<file path="config.mk">
export PLATFORM = sky130hd
export DESIGN_NAME = byte_parity_unit
export DESIGN_NICKNAME = d
export VERILOG_FILES = /design/src/rtl/bpu_pkg.sv /design/src/rtl/bpu_decode.sv /design/src/rtl/bpu_parity_tree.sv /design/src/rtl/bpu_subst.sv /design/src/rtl/bpu_mailbox.sv /design/src/rtl/bpu_out_stage.sv /design/src/rtl/byte_parity_unit.sv
export SDC_FILE = /design/constraint.sdc
export NUM_CORES = 1
export LEC_CHECK = 0
export BUFFER_PORTS_ARGS = -buffer_cell sky130_fd_sc_hd__buf_4
export CORE_ASPECT_RATIO = 1.4
export CORE_MARGIN = 2
export CORE_UTILIZATION = 48
export DETAILED_ROUTE_END_ITERATION = 12
export PLACE_DENSITY = 0.92
export SYNTH_ARGS = -nofsm -noshare
export SYNTH_HDL_FRONTEND = slang
export SYNTH_SLANG_ARGS = --single-unit
</file>
<file path="constraint.sdc">
create_clock -name clk -period 2.92 [get_ports clk]
set_input_delay 0 -clock clk [delete_from_list [all_inputs] [get_ports clk]]
set_output_delay 0 -clock clk [all_outputs]
set_load 0.05 [all_outputs]
</file>
<file path="src/rtl/bpu_pkg.sv">
`timescale 1ns/1ps
package bpu_pkg;

   // Decoded access of the current cycle
   typedef struct packed {
      logic rd_any;   // read of either source
      logic rd_mbx;   // read of the mailbox
      logic rd_fifo;  // read of the FIFO memory
      logic wr_fifo;  // write toward the FIFO memory
      logic borrow;   // mailbox read with generation: trees busy
   } bpu_acc_t;

   typedef enum logic {
      SRC_FIFO = 1'b0,
      SRC_MBX  = 1'b1
   } bpu_src_e;

endpackage

</file>
<file path="src/rtl/bpu_decode.sv">
`timescale 1ns/1ps
module bpu_decode
   import bpu_pkg::*;
(
   input  logic     cs_n,
   input  logic     en,
   input  logic     wr_rd,
   input  logic     mbx_sel,
   input  logic     gen_par,
   output bpu_acc_t acc,
   output bpu_src_e src
);

   logic sel;

   always_comb begin
      sel         = !cs_n && en;
      acc.rd_any  = sel && !wr_rd;
      acc.rd_mbx  = sel && !wr_rd && mbx_sel;
      acc.rd_fifo = sel && !wr_rd && !mbx_sel;
      acc.wr_fifo = sel && wr_rd && !mbx_sel;
      acc.borrow  = sel && !wr_rd && mbx_sel && gen_par;
      src         = mbx_sel ? SRC_MBX : SRC_FIFO;
   end

endmodule

</file>
<file path="src/rtl/bpu_parity_tree.sv">
`timescale 1ns/1ps
module bpu_parity_tree #(
   parameter int BYTE_W    = 8,
   parameter int NUM_BYTES = 4
) (
   input  logic [NUM_BYTES*BYTE_W-1:0] data,
   input  logic                        odd_sel,
   output logic [NUM_BYTES-1:0]        gen_bits
);

   // Bit that completes each lane to the selected parity
   for (genvar k = 0; k < NUM_BYTES; k++) begin : g_tree
      assign gen_bits[k] = (^data[k*BYTE_W +: BYTE_W]) ^ odd_sel;
   end

endmodule

</file>
<file path="src/rtl/bpu_subst.sv">
`timescale 1ns/1ps
module bpu_subst #(
   parameter int BYTE_W    = 8,
   parameter int NUM_BYTES = 4,
   localparam int LANE     = BYTE_W + 1,
   localparam int W        = NUM_BYTES * LANE
) (
   input  logic [W-1:0]         d,
   input  logic [NUM_BYTES-1:0] gen_bits,
   input  logic                 gen_en,
   output logic [W-1:0]         q
);

   for (genvar k = 0; k < NUM_BYTES; k++) begin : g_lane
      assign q[k*LANE +: BYTE_W] = d[k*LANE +: BYTE_W];
      assign q[k*LANE + BYTE_W]  = gen_en ? gen_bits[k] : d[k*LANE + BYTE_W];
   end

endmodule

</file>
<file path="src/rtl/bpu_mailbox.sv">
`timescale 1ns/1ps
module bpu_mailbox #(
   parameter int W = 36
) (
   input  logic         clk,
   input  logic         rst_n,
   input  logic         we,
   input  logic [W-1:0] wdata,
   input  logic         rd_take,
   output logic [W-1:0] q,
   output logic         full
);

   always_ff @(posedge clk or negedge rst_n) begin
      if (!rst_n) begin
         q    <= '0;
         full <= 1'b0;
      end else begin
         if (we) begin
            q    <= wdata;
            full <= 1'b1;
         end else if (rd_take) begin
            full <= 1'b0;
         end
      end
   end

   AST_MBX_KEEPS_DATA: assert property (@(posedge clk) disable iff (!rst_n)
      !we |=> $stable(q));
   AST_MBX_FULL_ON_WRITE: assert property (@(posedge clk) disable iff (!rst_n)
      we |=> full);
   AST_MBX_EMPTY_ON_READ: assert property (@(posedge clk) disable iff (!rst_n)
      (rd_take && !we) |=> !full);

endmodule

</file>
<file path="src/rtl/bpu_out_stage.sv">
`timescale 1ns/1ps
module bpu_out_stage #(
   parameter int W = 36
) (
   input  logic         clk,
   input  logic         rst_n,
   input  logic         load,
   input  logic [W-1:0] d,
   output logic [W-1:0] q
);

   always_ff @(posedge clk or negedge rst_n) begin
      if (!rst_n)    q <= '0;
      else if (load) q <= d;
   end

   AST_OUT_HOLDS: assert property (@(posedge clk) disable iff (!rst_n)
      !load |=> $stable(q));

endmodule

</file>
<file path="src/rtl/byte_parity_unit.sv">
`timescale 1ns/1ps
module byte_parity_unit
   import bpu_pkg::*;
#(
   parameter int BYTE_W       = 8,
   parameter int NUM_BYTES    = 4,
   parameter int SHARED_TREES = 1
) (
   input  logic                                 clk,
   input  logic                                 rst_n,
   input  logic                                 cs_n,
   input  logic                                 en,
   input  logic                                 wr_rd,
   input  logic                                 mbx_sel,
   input  logic                                 gen_par,
   input  logic                                 odd_sel,
   input  logic [NUM_BYTES*(BYTE_W+1)-1:0]      bus_in,
   input  logic                                 peer_mbx_we,
   input  logic [NUM_BYTES*(BYTE_W+1)-1:0]      peer_mbx_data,
   input  logic [NUM_BYTES*(BYTE_W+1)-1:0]      fifo_rd_data,
   output logic                                 fifo_rd_en,
   output logic                                 fifo_wr_en,
   output logic [NUM_BYTES*(BYTE_W+1)-1:0]      fifo_wr_data,
   output logic [NUM_BYTES*(BYTE_W+1)-1:0]      dout,
   output logic                                 par_err_n,
   output logic                                 mbx_full
);

   localparam int LANE = BYTE_W + 1;
   localparam int W    = NUM_BYTES * LANE;
   localparam int DW   = NUM_BYTES * BYTE_W;

   // Elaboration-time parameter checks
   if (BYTE_W < 1) begin : g_bad_byte_w
      $error("BYTE_W must be at least 1");
   end
   if (NUM_BYTES < 1) begin : g_bad_num_bytes
      $error("NUM_BYTES must be at least 1");
   end
   if (SHARED_TREES != 0 && SHARED_TREES != 1) begin : g_bad_shared
      $error("SHARED_TREES must be 0 or 1");
   end

   bpu_acc_t acc;
   bpu_src_e src;

   logic [W-1:0]         mbx_q;
   logic [W-1:0]         chk_word;
   logic [DW-1:0]        chk_data;
   logic [NUM_BYTES-1:0] chk_msb;
   logic [NUM_BYTES-1:0] chk_gen;
   logic [NUM_BYTES-1:0] chk_bad;
   logic [NUM_BYTES-1:0] mbx_gen;
   logic [DW-1:0]        fifo_data;
   logic [NUM_BYTES-1:0] fifo_gen;
   logic [W-1:0]         sel_word;
   logic [NUM_BYTES-1:0] sel_gen;
   logic [W-1:0]         out_d;

   bpu_decode u_decode (
      .cs_n    (cs_n),
      .en      (en),
      .wr_rd   (wr_rd),
      .mbx_sel (mbx_sel),
      .gen_par (gen_par),
      .acc     (acc),
      .src     (src)
   );

   bpu_mailbox #(.W(W)) u_mailbox (
      .clk     (clk),
      .rst_n   (rst_n),
      .we      (peer_mbx_we),
      .wdata   (peer_mbx_data),
      .rd_take (acc.rd_mbx),
      .q       (mbx_q),
      .full    (mbx_full)
   );

   // FIFO write path: every bit stored as driven
   assign fifo_wr_en   = acc.wr_fifo;
   assign fifo_wr_data = bus_in;
   assign fifo_rd_en   = acc.rd_fifo;

   // Lane split of the checked word and of FIFO read data
   for (genvar k = 0; k < NUM_BYTES; k++) begin : g_split
      assign chk_data[k*BYTE_W +: BYTE_W]  = chk_word[k*LANE +: BYTE_W];
      assign chk_msb[k]                    = chk_word[k*LANE + BYTE_W];
      assign fifo_data[k*BYTE_W +: BYTE_W] = fifo_rd_data[k*LANE +: BYTE_W];
   end

   if (SHARED_TREES == 1) begin : g_shared
      // One tree set: bus check normally, mailbox generation when borrowed
      assign chk_word = acc.borrow ? mbx_q : bus_in;
      bpu_parity_tree #(.BYTE_W(BYTE_W), .NUM_BYTES(NUM_BYTES)) u_tree_chk (
         .data     (chk_data),
         .odd_sel  (odd_sel),
         .gen_bits (chk_gen)
      );
      assign mbx_gen = chk_gen;
   end else begin : g_split_trees
      logic [DW-1:0] mbx_data;
      for (genvar k = 0; k < NUM_BYTES; k++) begin : g_mlane
         assign mbx_data[k*BYTE_W +: BYTE_W] = mbx_q[k*LANE +: BYTE_W];
      end
      assign chk_word = bus_in;
      bpu_parity_tree #(.BYTE_W(BYTE_W), .NUM_BYTES(NUM_BYTES)) u_tree_chk (
         .data     (chk_data),
         .odd_sel  (odd_sel),
         .gen_bits (chk_gen)
      );
      bpu_parity_tree #(.BYTE_W(BYTE_W), .NUM_BYTES(NUM_BYTES)) u_tree_mbx (
         .data     (mbx_data),
         .odd_sel  (odd_sel),
         .gen_bits (mbx_gen)
      );
   end

   // FIFO data has its own generator, ahead of the output register
   bpu_parity_tree #(.BYTE_W(BYTE_W), .NUM_BYTES(NUM_BYTES)) u_tree_fifo (
      .data     (fifo_data),
      .odd_sel  (odd_sel),
      .gen_bits (fifo_gen)
   );

   // A lane is bad when its stored bit differs from the completing bit
   assign chk_bad   = chk_msb ^ chk_gen;
   assign par_err_n = acc.borrow | ~(|chk_bad);

   // Source select and substitution on the output path only
   assign sel_word = (src == SRC_MBX) ? mbx_q   : fifo_rd_data;
   assign sel_gen  = (src == SRC_MBX) ? mbx_gen : fifo_gen;

   bpu_subst #(.BYTE_W(BYTE_W), .NUM_BYTES(NUM_BYTES)) u_subst (
      .d        (sel_word),
      .gen_bits (sel_gen),
      .gen_en   (gen_par),
      .q        (out_d)
   );

   bpu_out_stage #(.W(W)) u_out (
      .clk   (clk),
      .rst_n (rst_n),
      .load  (acc.rd_any),
      .d     (out_d),
      .q     (dout)
   );

   // Lane-by-lane count of ones, written apart from the xor trees
   function automatic logic word_ok(input logic [W-1:0] w, input logic odd);
      logic ok;
      ok = 1'b1;
      for (int k = 0; k < NUM_BYTES; k++) begin
         if ((($countones(w[k*LANE +: LANE]) % 2) == 1) != odd) ok = 1'b0;
      end
      return ok;
   endfunction

   AST_ERR_FORCED_HIGH: assert property (@(posedge clk) disable iff (!rst_n)
      (!cs_n && en && !wr_rd && mbx_sel && gen_par) |-> par_err_n);
   AST_ERR_MATCHES_BUS: assert property (@(posedge clk) disable iff (!rst_n)
      !(!cs_n && en && !wr_rd && mbx_sel && gen_par) |-> (par_err_n == word_ok(bus_in, odd_sel)));
   AST_GEN_WORD_VALID: assert property (@(posedge clk) disable iff (!rst_n)
      (!cs_n && en && !wr_rd && gen_par) |=> word_ok(dout, $past(odd_sel)));
   AST_FIFO_STROBES_EXCL: assert property (@(posedge clk) disable iff (!rst_n)
      !(fifo_rd_en && fifo_wr_en));

endmodule

</file>
### After elaboration in Yosys (flattened, before gate mapping)

Index checks and enable logic that the tools add are counted.

| storage, ports and cells | value |
|---|---|
| word-level logic and storage cells | 44 |
| flip-flop bits (word level) | 73 |

| operators by class | value |
|---|---|
| reduce and logical (&&, ||, !) cells | 20 |
| mux-type cells | 10 |
| bitwise gates (word level) | 11 |

Operators by type and width:

| kind | count |
|---|---|
| $mux 36 | 2 |
| $reduce_xor 8->1 | 8 |
| $xor 1x1->1 | 8 |
| $logic_and 1x1->1 | 7 |
| $mux 1 | 7 |
| $mux 4 | 1 |
| $reduce_or 4->1 | 1 |
| $xor 4x4->4 | 1 |
| $logic_not 1->1 | 3 |
| $reduce_bool 2->1 | 1 |
| $not 1->1 | 1 |
| $or 1x1->1 | 1 |

### Logic depth before layout (Yosys ltp)

Gate-level depths: netlist (run 1).

| depth | value |
|---|---|
| depth in word-level cells | 12 |
| depth in mapped cells | 7 |
| mapped depth without buffers | 6 |

### Cells and area by module

From an unflattened synthesis (run 1), not the netlist that was laid out.

| unflattened totals | value |
|---|---|
| cells, all modules | 376 |
| area, all modules | 5360.1 sq um |

By module, submodules not included:

| module | area an instance (sq um) | times used | cells an instance |
|---|---|---|---|
| bpu_mailbox | 1522.7 | 1 | 79 |
| bpu_out_stage | 1490.2 | 1 | 76 |
| byte_parity_unit | 1336.3 | 1 | 121 |
| bpu_parity_tree | 334.1 | 2 | 29 |
| bpu_subst | 285.3 | 1 | 36 |
| bpu_decode | 57.6 | 1 | 6 |

### Worst setup path after synthesis (run 1)

OpenSTA, ideal clock, no wires.

| path | value |
|---|---|
| kind | register to output |
| start | register u_mailbox.q[24] |
| end | output port par_err_n |
| arrival time | 3.290 ns |
| stages on the path, launching flop included | 7 |
| buffers on the path | 0 |
| slack | -0.370 ns |
| cells stage by stage | dfrtp_1 xnor3_1 xnor3_1 mux2i_1 xnor3_1 xor2_1 o41ai_1 |

| on the way | value |
|---|---|
| word-level cells in the longest chain between the ends | 7 |

RTL lines:

| element | line | text |
|---|---|---|
| start, declared | bpu_mailbox.sv:10 | `output logic [W-1:0] q,` |
| start signal, assigned | bpu_mailbox.sv:20 | `q <= wdata;` |
| $mux 36 | byte_parity_unit.sv:94 | `assign chk_word = acc.borrow ? mbx_q : bus_in;` |
| $reduce_xor 8->1 | bpu_parity_tree.sv:13 | `assign gen_bits[k] = (^data[k*BYTE_W +: BYTE_W]) ^ odd_sel;` |
| $xor 1x1->1 | bpu_parity_tree.sv:13 |  |
| $xor 4x4->4 | byte_parity_unit.sv:127 | `assign chk_bad = chk_msb ^ chk_gen;` |
| $reduce_or 4->1 | byte_parity_unit.sv:128 | `assign par_err_n = acc.borrow \| ~(\|chk_bad);` |
| $not 1->1 | byte_parity_unit.sv:128 |  |
| $or 1x1->1 | byte_parity_unit.sv:128 |  |
| end, declared | byte_parity_unit.sv:25 | `output logic par_err_n,` |

Every way passes these cells.

### Final worst setup path (run 1)

| path | value |
|---|---|
| start | register u_mailbox.q[16] |
| end | output port par_err_n |

Same word-level chain as after synthesis.

==> results of run 1 <==
timing repair:
| action | in CTS | in global routing |
|---|---|---|
| hold buffers | 67 | 0 |
| hold endpoints to repair | 139 | 0 |
| gates resized for setup | 0 | 0 |
| buffers inserted | 0 | 0 |
cells in the final DEF (no fill, tap or decap), types with 2 or more instances in the layout:
cell	n
o21ai_1	33
nor2_1	3
a31oi_1	2
dlygate4sd3_1	67
diode_2	2
mux4_2	2
mux2_2	38
buf_4	194
nand2_1	34
nor2b_1	2
clkinv_2	2
clkbuf_16	9
mux2i_1	41
clkbuf_1	3
xnor2_1	58
xnor3_1	13
xor2_1	10
dfrtp_1	73
mux2_1	2
o31ai_1	2
through the flow:
step / setup WS, ps / hold WS [ps] / total power [mW]
CTS: 225 / 9.95 / 3.99
detailed placement: 527 / 208 / 2.82
finish: 253 / 14.2 / 3.96
floorplan: 274 / -296 / 2.35
global placement: 562 / 183 / 2.79
global route: 83.2 / 14.1 / 4.14
registers in the layout (all words and copies together) (netlist names):
signal,count
u_mailbox.full,1
u_mailbox.q,36
u_out.q,36
routing by layer:
layer  part of all wire  routed length [µm]  vias to the layer above
li1                   -                   -                     1698
met1               0.36                4530                     1724
met2               0.55                6930                      143
met3              0.055                 696                       33
met4              0.033                 409                        0
met5                  0                   0                        -
power by group:
part | switching [mW] | total, mW | internal [mW]
registers | 0.104 | 1.27 | 1.16
clock network | 0.399 | 1.08 | 0.683
logic | 0.902 | 1.61 | 0.711
total | 1.41 | 3.96 | 2.56
critical path, delay by kind of cell, from the launching register on:
family | cells | cell delay [ps]
compound gates | 1 | 330
mux | 1 | 180
buf+inv | 1 | 260
xor+xnor | 4 | 1160
flops | 1 | 410
how the worst max path moves through the flow:
stage	startpoint	endpoint	slack, ps	depth (start not counted)
6_report	u_mailbox.q[16]	par_err_n	250	7
5_1_grt	u_mailbox.q[16]	par_err_n	80	7
4_1_cts	u_mailbox.q[16]	par_err_n	220	7
3_5_place_dp	u_mailbox.q[20]	u_out.q[26]	530	6
3_3_place_gp	u_mailbox.q[16]	u_out.q[17]	560	6
2_1_floorplan	u_mailbox.q[24]	par_err_n	270	6
cell type report:
cell class | instances | area, µm²
diodes | 2 | 5.00
inverters | 2 | 7.51
well taps | 107 | 134
flip-flops and latches | 73 | 1830
clock inverters | 3 | 40.0
multi-input cells | 251 | 2250
repair buffers | 261 | 2130
fillers | 605 | 2330
clock buffers | 13 | 250
kinds of logic (layout without fill, tap and decap cells):
| logic type | Yosys count | in the layout | synth area share |
|---|---|---|---|
| compound gates | 42 | 42 | 0.0524 |
| flops | 73 | 73 | 0.413 |
| simple gates | 45 | 45 | 0.0498 |
| xor+xnor | 81 | 81 | 0.201 |
| other cells | 0 | 2 | 0 |
| buf+inv | 56 | 279 | 0.0782 |
| mux | 83 | 83 | 0.205 |
==> results.md, run 1 <==
* DR vias at 3598
* Clk_lat worst skew at 330 ps
* #FFs+latches synth at 73
* Final clock skew at 4.45 ps
* RSZ-0062 raised after global routing: no
* Final period util at 0.913
* Yosys top cell area share at 0.413
* Least-Margin Pin Slew at 924 ps
* Grt met2 use at 0.470
* Post-route ant nets at 0
* Fmax at 375 MHz
* Die width at 85.1 µm
* Grt met3 use at 0.0428
* Crit. End Element: primary output
* R2R Setup Slk at 500 ps
* Hold path depth at 3
* Final Util at 0.740
* Cell Chain, Critical Path: xnor3_1 > xnor3_1 > mux2i_1 > xnor3_1 > xor2_1 > o41ai_2 > buf_4
* Total CTS buffers at 9
* Avg Synthesized Cell Area at 11.6 µm²
* Worst hold path class: in -> reg
* Slew Limit Fails at 0
* # IOs at 193
* FF-to-FF Start: u_mailbox.q[16]
* Root buffer cell: clkbuf_16
* Reg2Reg Depth at 6
* Routing usage on met1 at 0.276
* Slew HR at 0.384
* Worst Path Required at 2920 ps
* Crit path launch type: flip-flop
* Layout Cells excl Fill at 712
* Fraction of layout cells with a size suffix above 1 at 0.416
* Hpwl dp at 8.43 mm
* Fin nets at 715
* Mapped Cells at 380
* RR Endpoint: u_out.q[17]
* Primary FF master, synth: dfrtp_1
* Layer with the highest usage: met2
* First-pass GRT wire length at 20.0 mm
* VDD IR-drop max at 0.437 mV
* Gr usage total at 0.256
* Iteration-0 DRC Markers at 123
* Final setup vio count at 0
* WHS Endpoint: u_out.q[10]
* Yosys cell types at 30
* Max H-tree Level at 3
* Chip Height at 118 µm
* CTS tree: done
* DR pass1 iterations at 4
* Max stage delay on crit path at 410 ps
* PortBufs at 192
* Core Footprint at 8980 µm²
* Finished Cell Area at 6640 µm²
* Post-Place Cells at 627
* Syn nets at 497
* Routed WL at 12.6 mm
* CP max stage cell: dfrtp_1
* Gr ovfl total at 0
* YS warnings at 0
* Routability cong. at 0.848
* Clock Pin Slew Worst Setup and Hold Paths at 50 ps
* EDFF count, synth at 0
* Min Tclk post-route at 2670 ps
* Hold Crit Start: fifo_rd_data[10]
* Final hold violations at 0
* Drt wl/cell at 17.7 µm
* Sequential area share after synthesis at 0.413
* Status: completed
* Async SR Flop Fraction at 1.00
* Crit Path Category: reg -> out
* WP data arrival at 2670 ps
* Static Leak at 3.23 nW
* PD cells at 596 nW/µm²
* Detailed-route vias per instance at 5.05
* Die ar. at 10000 µm²
* CTS max path bufs at 2
* Largest net degree at the start of global routing at 74
* CTS Sinks at 73
* P&R area growth vs syn at 50.4%
* Vias in the first global route at 4018
* Core Rows at 41
* Initial core utilization at 0.492
* Commonest cells post-synth: dfrtp_1 (73), xnor2_1 (58), mux2i_1 (41), mux2_2 (38), buf_4 (36)
* Setup TNS at 0 ps
* Top post-synthesis cells by area: dfrtp_1 (41%), xnor2_1 (11%), mux2_2 (9.7%)
* Area after DPL at 5680 µm²
* Synthesized area at 4420 µm²
* CP dominant cell by count: xnor3_1
* Max FO, Critical Path at 3
* Remaining DRCs at 0
* Dominant cell type by area after synthesis: dfrtp_1
* Max Cap Violations at 0
* Initial antenna violation count at 2
* Top-count cell post-synth: dfrtp_1
Note: power is estimated with default switching activity, not from simulation.
==> run 2: changes to the inputs <==
- RECOVER_POWER: unset -> 100
==> run 2 against run 1 <==
The flow now finishes with violations (max-capacitance violations, max-slew violations). Via count fell by 0.14%. Register-to-register slack barely moved. Non-clock buffer count did not move. Critical path type unchanged. Critical endpoint unchanged.
==> results.md, run 2 (same netlist as run 1, synthesis figures left out) <==
* Status: complete, but fails checks
* Violated checks: max-capacitance violations, max-slew violations
* Worst path depth at 7
* Iteration-0 DRC Markers at 120
* Total power at 3.84 mW
* Core Rows at 41
* Remaining DRCs at 0
* Detailed-route vias per instance at 5.05
* Setup TNS at 0 ps
* Reg2Reg Depth at 6
* Routed WL at 12.5 mm
* Post-route ant nets at 0
* Initial antenna violation count at 2
* CTS tree: done
* Final Util at 0.708
* Worst Path Buf+Inv at 1
* Worst Path Required at 2920 ps
* PortBufs at 192
* Fmax at 370 MHz
* Root buffer cell: clkbuf_16
* Crit. End Element: primary output
* Clock Pin Slew Worst Setup and Hold Paths at 50 ps
* Slew Limit Fails at 74
* DR vias at 3593
* Vias in the first global route at 4018
* Slew HR at -0.200
* CP max stage cell: dfrtp_1
* Die width at 85.1 µm
* Initial core utilization at 0.492
* Crit path launch type: flip-flop
* Worst path top cell family by delay: XOR/XNOR gates
* Max FO, Critical Path at 3
* Min Tclk post-route at 2700 ps
* Final hold violations at 0
* Max H-tree Level at 3
* Gr ovfl total at 0
* First-pass GRT wire length at 20.0 mm
* Final period util at 0.926
* Fraction of layout cells with a size suffix above 1 at 0.292
* P&R area growth vs syn at 43.9%
* Finished Cell Area at 6360 µm²
* VDD IR-drop max at 0.388 mV
* CTS max path bufs at 2
* Chip Height at 118 µm
* Fin nets at 715
* Total CTS buffers at 9
* PD cells at 603 nW/µm²
* Layout Cells excl Fill at 712
* Post-Place Cells at 627
* Final clock skew at 4.05 ps
* Area after DPL at 5680 µm²
* Worst hold path class: in -> reg
* Cell Chain, Critical Path: xnor3_1 > xnor3_1 > mux2i_1 > xnor3_1 > xor2_1 > o41ai_2 > clkbuf_4
* Largest registers: u_mailbox.q (36), u_out.q (36), u_mailbox.full (1)
* # IOs at 193
* Crit Path Category: reg -> out
* Setup Fix Bufs, Post-CTS at 0
* Most common cell after layout, fill and taps aside: buf_4
* Gr usage total at 0.256
* RSZ-0062 raised after global routing: no
* CTS Sinks at 73
* Final setup vio count at 0
* Hpwl dp at 8.43 mm
* Clk_lat worst skew at 330 ps
* Die ar. at 10000 µm²
* Most frequent cells in the layout: buf_4 (116), clkbuf_1 (78), dfrtp_1 (73)
* Hold path depth at 3
* Max Cap Violations at 1
* Largest net degree at the start of global routing at 74
* Core Footprint at 8980 µm²
* DR pass1 iterations at 4
* Drt wl/cell at 17.6 µm
* Routability cong. at 0.848
* Max stage delay on crit path at 410 ps
* CP dominant cell by count: xnor3_1
* WP data arrival at 2700 ps
* Static Leak at 2.95 nW
* Least-Margin Pin Slew at 1800 ps
## run 2: power breakdown
| group | switching (mW) | internal (mW) | total [mW] |
|---|---|---|---|
| Clock | 0.399 | 0.683 | 1.08 |
| Combinational | 0.897 | 0.593 | 1.49 |
| Sequential | 0.101 | 1.16 | 1.26 |
## run 2: final timing paths
check	from	end	slack, ps
worst max-delay path	u_mailbox.q[16]	par_err_n	220
worst min-delay path	fifo_rd_data[10]	u_out.q[10]	40
worst max register to register	u_mailbox.q[16]	u_out.q[17]	490
worst min register to register	u_out.q[11]	u_out.q[11]	480
max in group asynchronous	rst_n	u_out.q[27]	1160
min in group asynchronous	rst_n	u_out.q[19]	700
## run 2: per-stage QoR
stage	worst slack, ps	hold WS (ps)
final	217	42.6
after global routing	47.4	47.7
after CTS	225	9.95
after detailed placement	527	208
after global placement	562	183
after floorplan	274	-296
## run 2: routing by layer
metal	GRT usage	wire (µm)	vias up
met3	0.0428	651	33
met2	0.470	6920	138
met1	0.276	4570	1720
li1	-	-	1702
met4	0.126	405	0
met5	0	0	-
## run 2: final cells by class
class                           instances  area [µm²]
Fill cell                             723        2620
Multi-Input combinational cell        251        2250
Timing Repair Buffer                  261        1840
Sequential cell                        73        1830
Clock buffer                           13         250
Tap cell                              107         134
Clock inverter                          3        40.0
Inverter                                2        7.51
Antenna cell                            2        5.00
## run 2: what timing repair did
| item | CTS | global route |
|---|---|---|
| endpoints found under the setup margin | 0 | 0 |
| resized for setup | 0 | 0 |
| hold buffers | 67 | 0 |
| endpoints found under the hold margin | 139 | 0 |
## run 2: worst register-to-register path, delay by kind of cell, from the launching register on
family	cells	cell delay, ps
flops	1	410
mux	3	910
xor+xnor	3	990
==> run 3: changes to the inputs <==
- CORE_ASPECT_RATIO: 1.4 -> 0.5
==> run 3 against run 2 <==
The flow still finishes with violations (max-capacitance violations, max-slew violations). Sequential power is essentially flat. Largest cell class unchanged. Global-route usage increased by 0.52 points. Critical endpoint unchanged. Worst setup slack got worse by 32 ps. Maximum frequency down 1.2%. Sequential share of layout area rose by 0.16 points. Count of clock-buffer cells in the layout unchanged. Power decreased by 0.37%. Utilization is 0.78 points higher.
==> results.md, run 3 (same netlist as run 1, synthesis figures left out) <==
* Status: complete, but fails checks
* Violated checks: max-capacitance violations, max-slew violations
* Max Cap Violations at 1
* Iteration-0 DRC Markers at 245
* Max H-tree Level at 3
* Max FO, Critical Path at 3
* Cell Chain, Critical Path: xnor2_1 > xnor3_1 > mux2i_1 > xnor3_1 > xor2_1 > o41ai_2 > buf_4
* Vias in the first global route at 4029
* Final worst slack at 185 ps
* VDD IR-drop max at 0.386 mV
* Static Leak at 2.93 nW
* Root buffer cell: clkbuf_16
* Crit Path Category: reg -> out
* # diodes at 0
* Fmax at 366 MHz
* Routability cong. at 0.826
* Worst hold path class: in -> reg
* Final hold violations at 0
* Crit. End Element: primary output
* Initial antenna violation count at 0
* Multi-input gate area at 2250 µm²
* Worst Path Buf+Inv at 1
* Setup TNS at 0 ps
* Post-CTS sizing at 0
* CTS tree: done
* Setup slack at placement at 486 ps
* Chip Height at 71.8 µm
* Setup Fix Bufs, Post-CTS at 0
* Detailed-route vias per instance at 5.14
* Die ar. at 10000 µm²
* Largest net degree at the start of global routing at 74
* Least-Margin Pin Slew at 1820 ps
* Final clock skew at 5.99 ps
* Crit path launch type: flip-flop
* CTS Sinks at 73
* Slew Limit Fails at 74
* Fraction of layout cells with a size suffix above 1 at 0.289
* Register area at 1830 µm²
* Core Rows at 24
* Max stage delay on crit path at 400 ps
* Gr usage total at 0.261
* Drt wl/cell at 18.2 µm
* Worst path top cell family by delay: XOR/XNOR gates
* RSZ-0062 raised after global routing: no
* Hpwl dp at 8.20 mm
* Fillers at 664
* First-pass GRT wire length at 20.2 mm
* Largest registers: u_mailbox.q (36), u_out.q (36), u_mailbox.full (1)
* Most common cell after layout, fill and taps aside: buf_4
* Fin nets at 713
* Final period util at 0.937
* Min Tclk post-route at 2730 ps
* Final setup vio count at 0
* Post-route ant nets at 0
* CP max stage cell: xnor3_1
* P&R area growth vs syn at 43.1%
* PortBufs at 192
* CTS max path bufs at 2
* Initial core utilization at 0.500
* Die width at 140 µm
* # IOs at 193
* Most frequent cells in the layout: buf_4 (116), clkbuf_1 (77), dfrtp_1 (73)
* DR vias at 3672
* DR pass1 iterations at 4
* Clk_lat worst skew at 330 ps
* Total CTS buffers at 9
* Routed WL at 13.0 mm
* Core Footprint at 8830 µm²
* CP dominant cell by count: xnor3_1
* Gr ovfl total at 0
* PD cells at 605 nW/µm²
* Clock Pin Slew Worst Setup and Hold Paths at 50 ps
* Remaining DRCs at 0
* Worst Path Required at 2920 ps
* WP data arrival at 2730 ps
* Slew HR at -0.216
## run 3: changes by cell type in the layout (fill, tap and decap cells not counted)
cell	delta
clkbuf_4	-1
or3b_1	+1
bufinv_16	-1
clkbuf_1	-1
or3b_2	-1
o21ai_0	-1
o21ai_1	+1
clkinv_2	-2
clkbuf_8	+2
dlygate4sd3_1	-2
diode_2	-2
## run 3: layer usage
| layer | track usage | vias to the layer above | part of all wire |
|---|---|---|---|
| met4 | 0.119 | 0 | 0.036 |
| li1 | - | 1696 | - |
| met2 | 0.493 | 149 | 0.53 |
| met3 | 0.0662 | 40 | 0.060 |
| met5 | 0 | - | 0 |
| met1 | 0.282 | 1787 | 0.38 |
## run 3: where the power goes
part           total [mW]  switching, mW  internal [mW]
clock                1.02          0.387          0.631
sequential           1.27          0.110           1.16
combinational        1.53          0.937          0.593
total                3.82           1.43           2.39
## run 3: final timing paths
check / startpoint / to / slack [ps] / cells after the start
max: u_mailbox.q[12] / par_err_n / 190 / 7
max in group asynchronous: rst_n / u_out.q[28] / 1110 / 2
min reg2reg: u_out.q[31] / u_out.q[31] / 470 / 2
min in group asynchronous: rst_n / u_out.q[9] / 730 / 2
min: fifo_rd_data[12] / u_out.q[12] / 30 / 3
max reg2reg: u_mailbox.q[12] / u_out.q[17] / 360 / 6
## run 3: cell type report
class | instances | area share
well taps | 117 | 0.0232
inverters | 2 | 0.00119
repair buffers | 259 | 0.287
multi-input cells | 251 | 0.356
flip-flops and latches | 73 | 0.289
clock buffers | 13 | 0.0428
## run 3: worst min-delay path, delay by kind of cell
family	cells	cell delay, ps
buf+inv	1	100
mux	1	50
compound gates	1	160
## run 3: metrics by stage
step	utilization	power (mW)	hold slack (ps)	area [µm²]	cells
6_report	0.716	3.82	27.0	6320	715
3_3_place_gp	0.645	2.79	189	5690	637
4_1_cts	0.749	3.92	0.346	6610	715
3_5_place_dp	0.645	2.83	206	5690	637
2_1_floorplan	-	2.35	-296	4430	380
5_1_grt	0.716	3.97	48.9	6320	715
## run 3: timing repair
action,CTS,global route
hold buffers,65,0
hold endpoints to repair,137,0
setup endpoints to repair,0,0
